===== src/rtl/dtack_pkg.sv =====
package dtack_pkg;
  typedef enum logic [1:0] {
    ST_IDLE    = 2'd0,
    ST_WAITINT = 2'd1,
    ST_WAITEXT = 2'd2,
    ST_DONE    = 2'd3
  } ackState_t;

  typedef struct packed {
    logic loadCnt;
    logic incCnt;
  } ctrlStrobe_t;
endpackage


===== src/rtl/dtack_datapath.sv =====
module dtack_datapath
  import dtack_pkg::*;
#(
  parameter int NUM_CS      = 4,
  parameter int WAIT_W      = 3,
  parameter int SYNC_STAGES = 2
) (
  input  logic                     clk,
  input  logic                     rstN,
  input  logic [NUM_CS-1:0]        csHit,
  input  logic                     regHit,
  input  logic [NUM_CS*WAIT_W-1:0] csWaitCfg,
  input  logic                     ackPinIn,
  input  ctrlStrobe_t              strobe,
  output logic                     selExt,
  output logic                     selZero,
  output logic                     cntHit,
  output logic                     ackSeen
);
  localparam logic [WAIT_W-1:0] EXT_CODE = {WAIT_W{1'b1}};
  localparam logic [WAIT_W-1:0] CNT_ONE  = WAIT_W'(1);

  logic [WAIT_W-1:0] selWait;
  logic              anyHit;
  logic [WAIT_W-1:0] waitReg;
  logic [WAIT_W-1:0] cnt;

  // Lowest-numbered hit wins; register space forces zero wait
  always_comb begin
    selWait = '0;
    anyHit  = 1'b0;
    for (int i = NUM_CS - 1; i >= 0; i--) begin
      if (csHit[i]) begin
        selWait = csWaitCfg[i*WAIT_W +: WAIT_W];
        anyHit  = 1'b1;
      end
    end
    if (regHit) begin
      selWait = '0;
      anyHit  = 1'b1;
    end
  end

  assign selExt  = !regHit && (!anyHit || selWait == EXT_CODE);
  assign selZero = (selWait == '0);

  always_ff @(posedge clk or negedge rstN) begin
    if (!rstN) begin
      waitReg <= '0;
      cnt     <= '0;
    end else if (strobe.loadCnt) begin
      waitReg <= selWait;
      cnt     <= CNT_ONE;
    end else if (strobe.incCnt) begin
      cnt <= cnt + CNT_ONE;
    end
  end

  assign cntHit = (cnt == waitReg);

  // Synchronizer chain for the external acknowledge (active-high after inversion)
  logic [SYNC_STAGES-1:0] syncChain;
  genvar g;
  generate
    for (g = 0; g < SYNC_STAGES; g++) begin : g_sync
      always_ff @(posedge clk or negedge rstN) begin
        if (!rstN) syncChain[g] <= 1'b0;
        else if (g == 0) syncChain[g] <= ~ackPinIn;
        else syncChain[g] <= syncChain[(g == 0) ? 0 : g-1];
      end
    end
  endgenerate
  assign ackSeen = syncChain[SYNC_STAGES-1];

  assert_load_starts_one_R2: assert property (@(posedge clk) disable iff (!rstN)
    strobe.loadCnt |=> (cnt == CNT_ONE));
endmodule


===== src/rtl/dtack_control.sv =====
module dtack_control
  import dtack_pkg::*;
(
  input  logic        clk,
  input  logic        rstN,
  input  logic        busStrobe,
  input  logic        busGranted,
  input  logic        selExt,
  input  logic        selZero,
  input  logic        cntHit,
  input  logic        ackSeen,
  output ctrlStrobe_t strobe,
  output logic        driveReg,
  output logic        cycleDone
);
  ackState_t state;

  assign strobe.loadCnt = (state == ST_IDLE) && busStrobe && !busGranted;
  assign strobe.incCnt  = (state == ST_WAITINT) && !cntHit && !busGranted;

  always_ff @(posedge clk or negedge rstN) begin
    if (!rstN) begin
      state     <= ST_IDLE;
      driveReg  <= 1'b0;
      cycleDone <= 1'b0;
    end else begin
      cycleDone <= 1'b0;
      if (busGranted) begin
        state    <= ST_IDLE;
        driveReg <= 1'b0;
      end else begin
        unique case (state)
          ST_IDLE: begin
            if (busStrobe) begin
              if (selExt) begin
                state <= ST_WAITEXT;
              end else if (selZero) begin
                state     <= ST_DONE;
                driveReg  <= 1'b1;
                cycleDone <= 1'b1;
              end else begin
                state <= ST_WAITINT;
              end
            end
          end
          ST_WAITINT: begin
            if (!busStrobe) begin
              state <= ST_IDLE;
            end else if (cntHit) begin
              state     <= ST_DONE;
              driveReg  <= 1'b1;
              cycleDone <= 1'b1;
            end
          end
          ST_WAITEXT: begin
            if (!busStrobe) begin
              state <= ST_IDLE;
            end else if (ackSeen) begin
              state     <= ST_DONE;
              cycleDone <= 1'b1;
            end
          end
          ST_DONE: begin
            if (!busStrobe) begin
              state    <= ST_IDLE;
              driveReg <= 1'b0;
            end
          end
          default: state <= ST_IDLE;
        endcase
      end
    end
  end

  assert_ext_never_drives_R4: assert property (@(posedge clk) disable iff (!rstN)
    (state == ST_WAITEXT) |-> !driveReg);
  assert_drive_with_done_R2: assert property (@(posedge clk) disable iff (!rstN)
    $rose(driveReg) |-> cycleDone);
  assert_release_after_strobe_R6: assert property (@(posedge clk) disable iff (!rstN)
    !busStrobe |=> !driveReg);
  assert_done_one_clock_R8: assert property (@(posedge clk) disable iff (!rstN)
    cycleDone |=> !cycleDone);
  assert_grant_drops_cycle_R7: assert property (@(posedge clk) disable iff (!rstN)
    busGranted |=> (!cycleDone && !driveReg));
endmodule


===== src/rtl/dtack_ctrl.sv =====
module dtack_ctrl
  import dtack_pkg::*;
#(
  parameter int NUM_CS      = 4,
  parameter int WAIT_W      = 3,
  parameter int SYNC_STAGES = 2
) (
  input  logic                     clk,
  input  logic                     rstN,
  input  logic                     busStrobe,
  input  logic [NUM_CS-1:0]        csHit,
  input  logic                     regHit,
  input  logic [NUM_CS*WAIT_W-1:0] csWaitCfg,
  input  logic                     busGranted,
  input  logic                     ackPinIn,
  output logic                     ackDriveEn,
  output logic                     cycleDone
);
  ctrlStrobe_t strobe;
  logic selExt, selZero, cntHit, ackSeen, driveReg;

  dtack_datapath #(
    .NUM_CS(NUM_CS), .WAIT_W(WAIT_W), .SYNC_STAGES(SYNC_STAGES)
  ) u_datapath (
    .clk(clk), .rstN(rstN), .csHit(csHit), .regHit(regHit),
    .csWaitCfg(csWaitCfg), .ackPinIn(ackPinIn), .strobe(strobe),
    .selExt(selExt), .selZero(selZero), .cntHit(cntHit), .ackSeen(ackSeen)
  );

  dtack_control u_control (
    .clk(clk), .rstN(rstN), .busStrobe(busStrobe), .busGranted(busGranted),
    .selExt(selExt), .selZero(selZero), .cntHit(cntHit), .ackSeen(ackSeen),
    .strobe(strobe), .driveReg(driveReg), .cycleDone(cycleDone)
  );

  // Release the line immediately when another master owns the bus
  assign ackDriveEn = driveReg & ~busGranted;
endmodule


===== config.mk =====
export PLATFORM = sky130hd
export DESIGN_NAME = dtack_ctrl
export DESIGN_NICKNAME = d
export VERILOG_FILES = /design/src/rtl/dtack_pkg.sv /design/src/rtl/dtack_datapath.sv /design/src/rtl/dtack_control.sv /design/src/rtl/dtack_ctrl.sv
export SDC_FILE = /design/constraint.sdc
export NUM_CORES = 1
export LEC_CHECK = 0
export BUFFER_PORTS_ARGS = -buffer_cell sky130_fd_sc_hd__buf_4
export CAP_MARGIN = 40
export CELL_PAD_IN_SITES_DETAIL_PLACEMENT = 0
export CELL_PAD_IN_SITES_GLOBAL_PLACEMENT = 1
export CORE_MARGIN = 3
export CORE_UTILIZATION = 35
export CTS_BUF_LIST = sky130_fd_sc_hd__clkbuf_4 sky130_fd_sc_hd__clkbuf_8
export CTS_CLUSTER_SIZE = 8
export DETAILED_ROUTE_END_ITERATION = 6
export PLACE_DENSITY_LB_ADDON = 0.1
export SETUP_SLACK_MARGIN = 0.05
export SYNTH_ARGS = -nofsm -noshare
export SYNTH_HDL_FRONTEND = slang
export SYNTH_SLANG_ARGS = --single-unit

===== constraint.sdc =====
create_clock -name clk -period 2.2 [get_ports clk]
set_clock_uncertainty 0.2 [all_clocks]
set_input_delay 0.44 -clock clk [delete_from_list [all_inputs] [get_ports clk]]
set_output_delay 0.44 -clock clk [all_outputs]
set_load 0.05 [all_outputs]

# --- Word-level counts from Yosys, hierarchy flattened ---
# Index checks and enable logic that the tools add are counted.
classes:
  n_addsub: 1
  n_eq_ne: 13
  n_mux: 39
  bitwise: 3
  n_reduce_logical: 16
ops:
  columns: ["operator", "n"]
  rows:
  - ["two-way mux 3 bit", 7]
  - ["two-way mux 1 bit", 20]
  - ["two-way mux 2 bit", 9]
  - ["!= test 3 bit, second input constant", 5]
  - ["one-hot mux 2 bit (4 select lines)", 1]
  - ["AND reduction 7 bit", 1]
  - ["one-hot mux 1 bit (3 select lines)", 2]
  - ["logical AND 1 bit", 5]
  - ["equality test 2 bit, second input constant", 2]
  - ["zero test 1 bit", 4]
  - ["!= test 4 x 3 -> 1 bit, second input constant", 1]
  - ["!= test 4 bit, second input constant", 1]
  - ["AND reduction 4 bit", 1]
  - ["nonzero test 4 bit", 1]
  - ["adder 3 x 1 -> 3 bit, second input constant", 1]
  - ["equality test 3 bit", 1]
  - ["equality test 3 bit, second input constant", 1]
  - ["zero test 3 bit", 1]
  - ["!= test 3 x 2 -> 1 bit, second input constant", 1]
  - ["equality test 2 x 1 -> 1 bit, second input constant", 1]
  - ["zero test 2 bit", 1]
  - ["NOT 1 bit", 2]
  - ["nonzero test 2 bit", 1]
  - ["bitwise AND 1 bit", 1]
  - ["logical OR 1 bit", 1]
totals:
  register_bits: 12

# --- Longest topological paths before layout ---
# Gate-level depths: netlist of run 1.
logic_depth:
  ltp_word: 12
  mapped_depth: 8
  ltp_nobuf: 7

# --- Cells and area by module ---
# From an unflattened synthesis of run 1, not the netlist that was laid out.
unflattened:
  cells_unflattened: 87
  area_unflattened_um2: 919.6
modules_own_cells:
  columns: ["module", "n_inst", "cells_each", "area_per_inst_um2", "seq_area_each_um2"]
  rows:
  - ["dtack_datapath", 1, 48, 528.0, 200.2]
  - ["dtack_control", 1, 38, 377.9, 100.1]
  - ["dtack_ctrl", 1, 1, 13.8, 0.0]

# --- Least setup slack after synthesis of run 1 ---
# Ideal clock, no wire load.
synth_path:
  path_type: "input to register"
  start: "input busGranted"
  end: "register u_control.driveReg"
  t_arrival_ns: 1.697
  setup_slack_ns: 0.230
  path_stages: 4
  n_path_buf: 0
  cell_sequence: "nor2b_1 mux2_2 a22oi_1 nand3_1"
synth_between:
  elab_chain_len: 2
  elab_cells_between_ends: 9
synth_lines:
  columns: ["item", "line", "source"]
  rows:
  - ["from (decl)", "dtack_ctrl.sv:14", "input logic busGranted,"]
  - ["!= test 3 x 2 -> 1 bit (no source line), or another cell as far along", null, null]
  - ["AND reduction 7 bit (no source line)", null, null]
  - ["to (signal assigned)", "dtack_control.sv:24", "driveReg <= 1'b0;"]
  - ["to (signal assigned)", "dtack_control.sv:30", "driveReg <= 1'b0;"]
  - ["to (signal assigned)", "dtack_control.sv:39", "driveReg <= 1'b1;"]
  - ["to (decl)", "dtack_control.sv:13", "output logic driveReg,"]
# Several ways; a longest one is shown, not always the timed one.
# A chain may end at the register's enable or synchronous reset.

# --- Final worst setup path of run 1 ---
layout_path:
  start: "register u_control.state[0]"
  end: "register u_control.state[0]"
layout_between:
  elab_chain_len: 3
  elab_cells_between_ends: 11
layout_lines:
  columns: ["item", "line", "source"]
  rows:
  - ["from (decl)", "dtack_control.sv:16", "ackState_t state;"]
  - ["from (signal assigned)", "dtack_control.sv:23", "state <= ST_IDLE;"]
  - ["from (signal assigned)", "dtack_control.sv:29", "state <= ST_IDLE;"]
  - ["from (signal assigned)", "dtack_control.sv:36", "state <= ST_WAITEXT;"]
  - ["equality test 2 x 1 -> 1 bit, or another cell as far along", "dtack_control.sv:32", "unique case (state)"]
  - ["!= test 4 x 3 -> 1 bit (no source line), or another cell as far along", null, null]
  - ["AND reduction 4 bit (no source line) / two-way mux 2 bit (equally long branches)", null, null]
# Several ways; a longest one is shown, not always the timed one.

==> results of run 1 <==
worst paths after layout:
path,endpoint,cells after the start
max,u_control.state[0],6
max in group asynchronous,u_datapath.waitReg[1],2
min in group asynchronous,u_control.driveReg,2
min,u_datapath.syncChain[0],2
max reg2reg,u_control.state[0],6
min reg2reg,u_datapath.ackSeen,0
final cells by class:
type,count,area [sq um]
multi-input combinational,86,564
inverter,6,22.5
clock buffer,4,36.3
fill,226,1170
sequential,12,300
timing repair buffer,25,190
tap,28,35.0
placed cells by master, fill, tap and decap left out, drive strengths merged, types with 3 or more instances in the layout:
master,netlist,routed
a21oi,3,3
dfrtp,12,12
ha,5,5
o21ai,4,4
nor2,7,7
o211ai,3,3
nor3,3,3
nand2b,4,4
xnor2,4,4
nand2,24,24
buf,0,24
inv,4,4
a311oi,3,3
clkbuf,2,4
nor2b,3,3
report_power, final:
group / switching [uW] / total (uW) / internal (uW) / leakage (uW)
clock: 73.0 / 174 / 100 / 0.0000210
combinational: 336 / 603 / 267 / 0.000341
sequential: 65.4 / 365 / 299 / 0.000152
stage by stage:
step,utilization (%),setup WS [ns],area [sq um]
after floorplan,-,0.230,888
after global placement,47.3,0.215,1100
after detailed placement,47.3,0.218,1100
after CTS,49.3,0.193,1140
after global routing,49.5,0.0417,1150
final,49.5,0.165,1150
routing by layer:
| layer | GRT usage, % | vias to the layer above | part of all wire (%) |
|---|---|---|---|
| li1 | - | 433 | - |
| met1 | 17.5 | 377 | 47 |
| met2 | 23.5 | 17 | 48 |
| met3 | 2.99 | 2 | 4.2 |
| met4 | 5.08 | 0 | 0.84 |
| met5 | 0 | - | 0 |
logic make-up (layout without fill, tap and decap cells):
kind of cell,count (synthesis),count (layout),share of synthesized area [%]
AOI/OAI and AO/OA,25,25,22.7
xor gates and xnor gates,5,5,4.93
adders and majority gates,5,5,7.04
buffers and inverters,8,35,3.38
DFF,12,12,33.8
muxes,2,2,2.39
and+or+nand+nor,49,49,25.8
registers in the layout (all words and copies together) (netlist names):
signal	count
u_datapath.syncChain	1
u_datapath.ackSeen	1
u_control.cycleDone	1
u_datapath.waitReg	3
u_control.state	2
u_control.driveReg	1
u_datapath.cnt	3
what timing repair did:
item	CTS	global route
gates resized for setup	0	1
hold endpoints to repair	12	0
endpoints found under the setup margin	0	1
hold buffers	1	0
worst max-delay path: cells and delay by family, from the launching register on:
family	cells	cell delay [ns]
adders and majority gates	1	0.25
DFF	1	0.42
AOI/OAI and AO/OA	3	0.67
and+or+nand+nor	2	0.41
==> impl_metrics.csv, run 1 <==
group,metric,value,unit
synthesis,synth_cells,106,
setup_path,critPathMaxStageDelay,0.42,ns
synthesis,ys.flop_type,"dfrtp_1",
place,io_buffer_count,23,
sta,tightest_slew,0.380,ns
route,vias,829,
synthesis,synth_top_area_cell,"dfrtp_1",
final_layout,antennaDiodeCount,0,
floorplan,io_pins,24,
grt,grt_pass1_wl,3560,um
sta,slew_viol_final,0,
clock_network,cts_sinks,12,
grt,grt_max_degree,13,
run_status,status,"completed",
synthesis,synth_area,888,sq um
synthesis,yosys-top-cells-count,"nand2_1 (23), dfrtp_1 (12), nor2_1 (7), ha_1 (5)",
grt,grt_usage,14.0,%
grt,grt_pass1_vias,824,
clock_network,cts-root-buf,"clkbuf_4",
route,drt-wirelength-per-cell,12.6,um
clock_network,clockBufferDepth,2,
hold_path,hp-class,"in2reg",
clock_network,clock_latency,0.27,ns
floorplan,die_h,56.4,um
setup_path,crit_path_start,"u_control.state[0]",
sta,hold_viol_final,0,
grt,grt_antenna_before_repair,0,
floorplan,dieArea,0.00318,sq mm
sta,grt_setup_unrepaired,"false",
sta,fin_hold_ws,0.0991,ns
sta,slew_headroom,74.7,%
hold_path,min_from,"ackPinIn",
setup_path,worstSetupPathType,"reg2reg",
setup_path,setup.worst_path.end_class,"flip-flop",
sta,setup_viol,0,
route,viasPerCell,5.15,
setup_path,cp_cell_sequence,"ha_1 > nor2b_1 > nand2_1 > o21ai_1 > o311ai_1 > a311oi_1",
clock_network,cts.clk_slew.worst_paths,0.08,ns
route,initialDrtViolationCount,25,
clock_network,cts_tree,"built",
synthesis,synth.most_common_cell,"nand2_1",
synthesis,synth_seq_area_share,33.8,%
route,wirelength,2030,um
final_layout,final_layout_size_suffix_gt1_share,26.3,%
synthesis,ys_warn_count,0,
synthesis,synth_edf_count,0,
floorplan,die_width,56.4,um
place,numPlacedInstances,156,
place,gp_congestion,0.793,
synthesis,synth_nets,133,
synthesis,synth_area_leaders,"dfrtp_1 (34%), nand2_1 (9.7%), ha_1 (7.0%), xnor2_1 (3.9%), a221oi_2 (3.4%)",
synthesis,synth_async_sr_flop_share,100,%
sta,post-route-period-util,92.5,%
sta,setup_tns,0,ns
route,drc_errors,0,
synthesis,synth.distinct_cells,37,
setup_path,crit_path_top_delay_cell,"dfrtp_1",
setup_path,cp.arrival,2.01,ns
synthesis,avgSynthCellArea,8.38,sq um
synthesis,yosys_register_bits,12,
clock_network,cts_made_buffers,3,
final_layout,nets,161,
power_and_ir_drop,total_power,1140,uW
power_and_ir_drop,power_density,994,mW/mm^2
route,ant_nets,0,
clock_network,cts_setup_buffers,0,
clock_network,htreeDepth,1,
setup_path,worstPathRequired,2.17,ns
setup_path,critPathMaxFanout,4,
final_layout,finalNonFillerCells,161,
setup_path,start_kind,"flip-flop",
sta,timing.final.crit_period,2.03,ns
power_and_ir_drop,power.leakage,0.000514,uW
setup_path,r2r_slack,0.17,ns
place,place_hpwl,1630,um
sta,max_freq,492,MHz
setup_path,worst_r2r_startpoint,"u_control.state[0]",
floorplan,core_area,0.00232,sq mm
final_layout,area_growth,29.3,%
floorplan,rows,17,
grt,globalRoute.totalOverflow,0,
synthesis,synth_top_area_share,33.8,%
route,dr.pass1.iters,4,
floorplan,initial_core_util,38.3,%
run,drv_cap,0,
power_and_ir_drop,ir_worst_vdd,452,uV
Power figures use the tool's default switching activity.
==> run 2, diff against run 1 <==
- CORE_UTILIZATION: 35 -> 41
- CTS_CLUSTER_DIAMETER: unset -> 150
- SYNTH_HIERARCHICAL: unset -> 1
==> run 2 against run 1 <==
  * Design area is 1.1% higher
  * Synthesized area rose by 3.5%
  * Critical path depth is 1 higher
  * Fmax rose by 2.9%
  * Die area shrank 10%
  * Utilization grew 7.3 points
  * Hold slack better by 0.0066 ns
==> impl_metrics.csv, run 2 <==
group,metric,value,unit
hold_path,hp-class,"in2reg",
route,ant_nets,0,
synthesis,synth.most_common_cell,"dfrtp_1",
place,place_hpwl,1490,um
final_layout,num-fill-cells,201,
route,wirelength,1790,um
grt,grt_usage,14.9,%
sta,timing.final.crit_period,1.98,ns
synthesis,yosys_register_bits,12,
setup_path,worstPathRequired,2.15,ns
sta,slew_headroom,67.0,%
synthesis,synth_nets,116,
route,viasPerCell,5.00,
clock_network,cts-root-buf,"clkbuf_4",
floorplan,core_area,0.00204,sq mm
sta,hold_viol_final,0,
final_layout,final_layout_size_suffix_gt1_share,37.7,%
route,dr.pass1.iters,3,
final_layout,antennaDiodeCount,0,
sta,max_freq,506,MHz
route,initialDrtViolationCount,9,
clock_network,cts.clk_slew.worst_paths,0.07,ns
clock_network,cts_sinks,12,
floorplan,rows,16,
clock_network,cts_tree,"built",
floorplan,io_pins,24,
final_layout,multi_input_area,578,sq um
clock_network,htreeDepth,1,
synthesis,synth_cells,87,
synthesis,synth_edf_count,0,
sta,setup_tns,0,ns
final_layout,layout_commonest_cell,"buf_4",
power_and_ir_drop,combPwrFrac,52.8,%
power_and_ir_drop,power.leakage,0.000548,uW
floorplan,initial_core_util,45.0,%
power_and_ir_drop,power_density,988,mW/mm^2
grt,grt_max_degree,13,
synthesis,avgSynthCellArea,10.6,sq um
grt,grt_busiest_layer,"met2",
sta,grt_setup_unrepaired,"false",
final_layout,nets,144,
grt,gr-usage-met1,17.6,%
synthesis,synth_async_sr_flop_share,100,%
synthesis,synth_area_leaders,"dfrtp_1 (33%), ha_1 (9.5%), a211oi_2 (5.4%), nor2b_4 (4.5%), xor2_1 (3.8%)",
power_and_ir_drop,p_int,707,uW
power_and_ir_drop,switching_share,38.4,%
final_layout,utilization,56.9,%
place,gp_congestion,0.734,
floorplan,dieArea,0.00285,sq mm
floorplan,die_width,53.4,um
power_and_ir_drop,pwr-share-seq,32.3,%
synthesis,synth.distinct_cells,35,
synthesis,synth_area,920,sq um
power_and_ir_drop,switching_power,440,uW
final_layout,area_growth,26.3,%
grt,grt_pass1_wl,3130,um
final_layout,regArea,300,sq um
synthesis,ys.flop_type,"dfrtp_1",
route,vias,705,
synthesis,ys_warn_count,6,
grt,grt_antenna_before_repair,0,
run,drv_cap,0,
power_and_ir_drop,ir_worst_vdd,762,uV
synthesis,yosys-top-cells-count,"dfrtp_1 (12), inv_1 (8), ha_1 (7), nor2_1 (7)",
grt,use_met2,26.1,%
route,drc_errors,0,
final_layout,layout_common_cells,"buf_4 (23), dfrtp_1 (12), inv_1 (8)",
clock_network,cts_setup_buffers,0,
clock_network,clock_latency,0.27,ns
sta,setup_viol,0,
place,io_buffer_count,23,
grt,grt_pass1_vias,741,
grt,globalRoute.totalOverflow,0,
setup_path,worstSetupPathType,"reg2reg",
synthesis,synth_top_area_cell,"dfrtp_1",
setup_path,start_kind,"flip-flop",
final_layout,reg.largest.list,"u_datapath/cnt (3), u_datapath/waitReg (3), u_control/state (2)",
synthesis,synth_seq_area_share,32.7,%
clock_network,cts_made_buffers,3,
setup_path,cp.arrival,1.92,ns
route,drt-wirelength-per-cell,12.7,um
setup_path,critPathMaxFanout,3,
synthesis,synth_top_area_share,32.7,%
clock_network,clockBufferDepth,2,
sta,post-route-period-util,89.9,%
grt,grt.met3_usage,3.38,%
power_and_ir_drop,clockPowerShare,15.0,%
sta,fin_hold_ws,0.106,ns
clock_network,post_cts_resized,0,
run_status,status,"completed",
sta,slew_viol_final,0,
floorplan,die_h,53.4,um
setup_path,setup.worst_path.end_class,"flip-flop",
sta,tightest_slew,0.491,ns
run 2: cells by family after synthesis:
kind of cell	after synthesis	share of synthesized area, %
buf+inv	9	4.49
mux	6	7.48
fa+ha+maj	7	9.52
flops	12	32.7
simple gates	28	21.0
xor+xnor	5	4.76
compound gates	20	20.1
run 2: per-stage QoR:
step / setup WS, ns / power (uW) / cells / instance area [sq um]
2_1_floorplan: 0.289 / 831 / 87 / 920
3_3_place_gp: 0.0675 / 970 / 136 / 1110
3_5_place_dp: 0.0665 / 975 / 136 / 1110
4_1_cts: 0.261 / 1160 / 141 / 1160
5_1_grt: 0.159 / 1250 / 141 / 1160
6_report: 0.223 / 1150 / 141 / 1160
run 2: cell type report:
| class | instances | share of cell area (%) |
|---|---|---|
| flip-flops and latches | 12 | 25.9 |
| well taps | 27 | 2.91 |
| clock buffers | 4 | 3.13 |
| multi-input cells | 66 | 49.8 |
| inverters | 8 | 2.59 |
| repair buffers | 24 | 15.7 |
run 2: power groups by stage:
stage / logic [uW] / registers (uW) / clock network [uW]
floorplan: 457 / 374 / 0
global placement: 598 / 372 / 0
detailed placement: 601 / 375 / 0
CTS: 605 / 371 / 182
global route: 671 / 383 / 193
finish: 606 / 370 / 172
run 2: final timing paths:
path	startpoint	endpoint	slack, ns	cells past startpoint
worst max-delay path	u_datapath/cnt[0]	u_datapath/cnt[2]	0.22	7
worst min register to register	u_datapath/syncChain[0]	u_datapath/ackSeen	0.15	0
worst min-delay path	ackPinIn	u_datapath/syncChain[0]	0.11	2
worst max register to register	u_datapath/cnt[0]	u_datapath/cnt[2]	0.22	7
max in group asynchronous	rstN	u_datapath/cnt[2]	1.30	2
min in group asynchronous	rstN	u_control/state[0]	0.35	2
run 2: repair_timing:
action | CTS | global route
endpoints found under the hold margin | 12 | 0
hold buffers | 1 | 0
endpoints found under the setup margin | 0 | 0
run 2: metal layers:
layer,part of all wire [%],up-vias
li1,-,365
met1,44,330
met2,53,8
met3,2.5,2
met4,0.78,0
met5,0,-
run 2: critical path, cell delays in order (launching register included):
cell      delay (ns)
dfrtp_1         0.42
xor2_1          0.17
nor3_1          0.44
nand2b_4        0.24
nor2_1          0.08
nand2_1         0.09
xor2_1          0.16
nor2_1          0.06
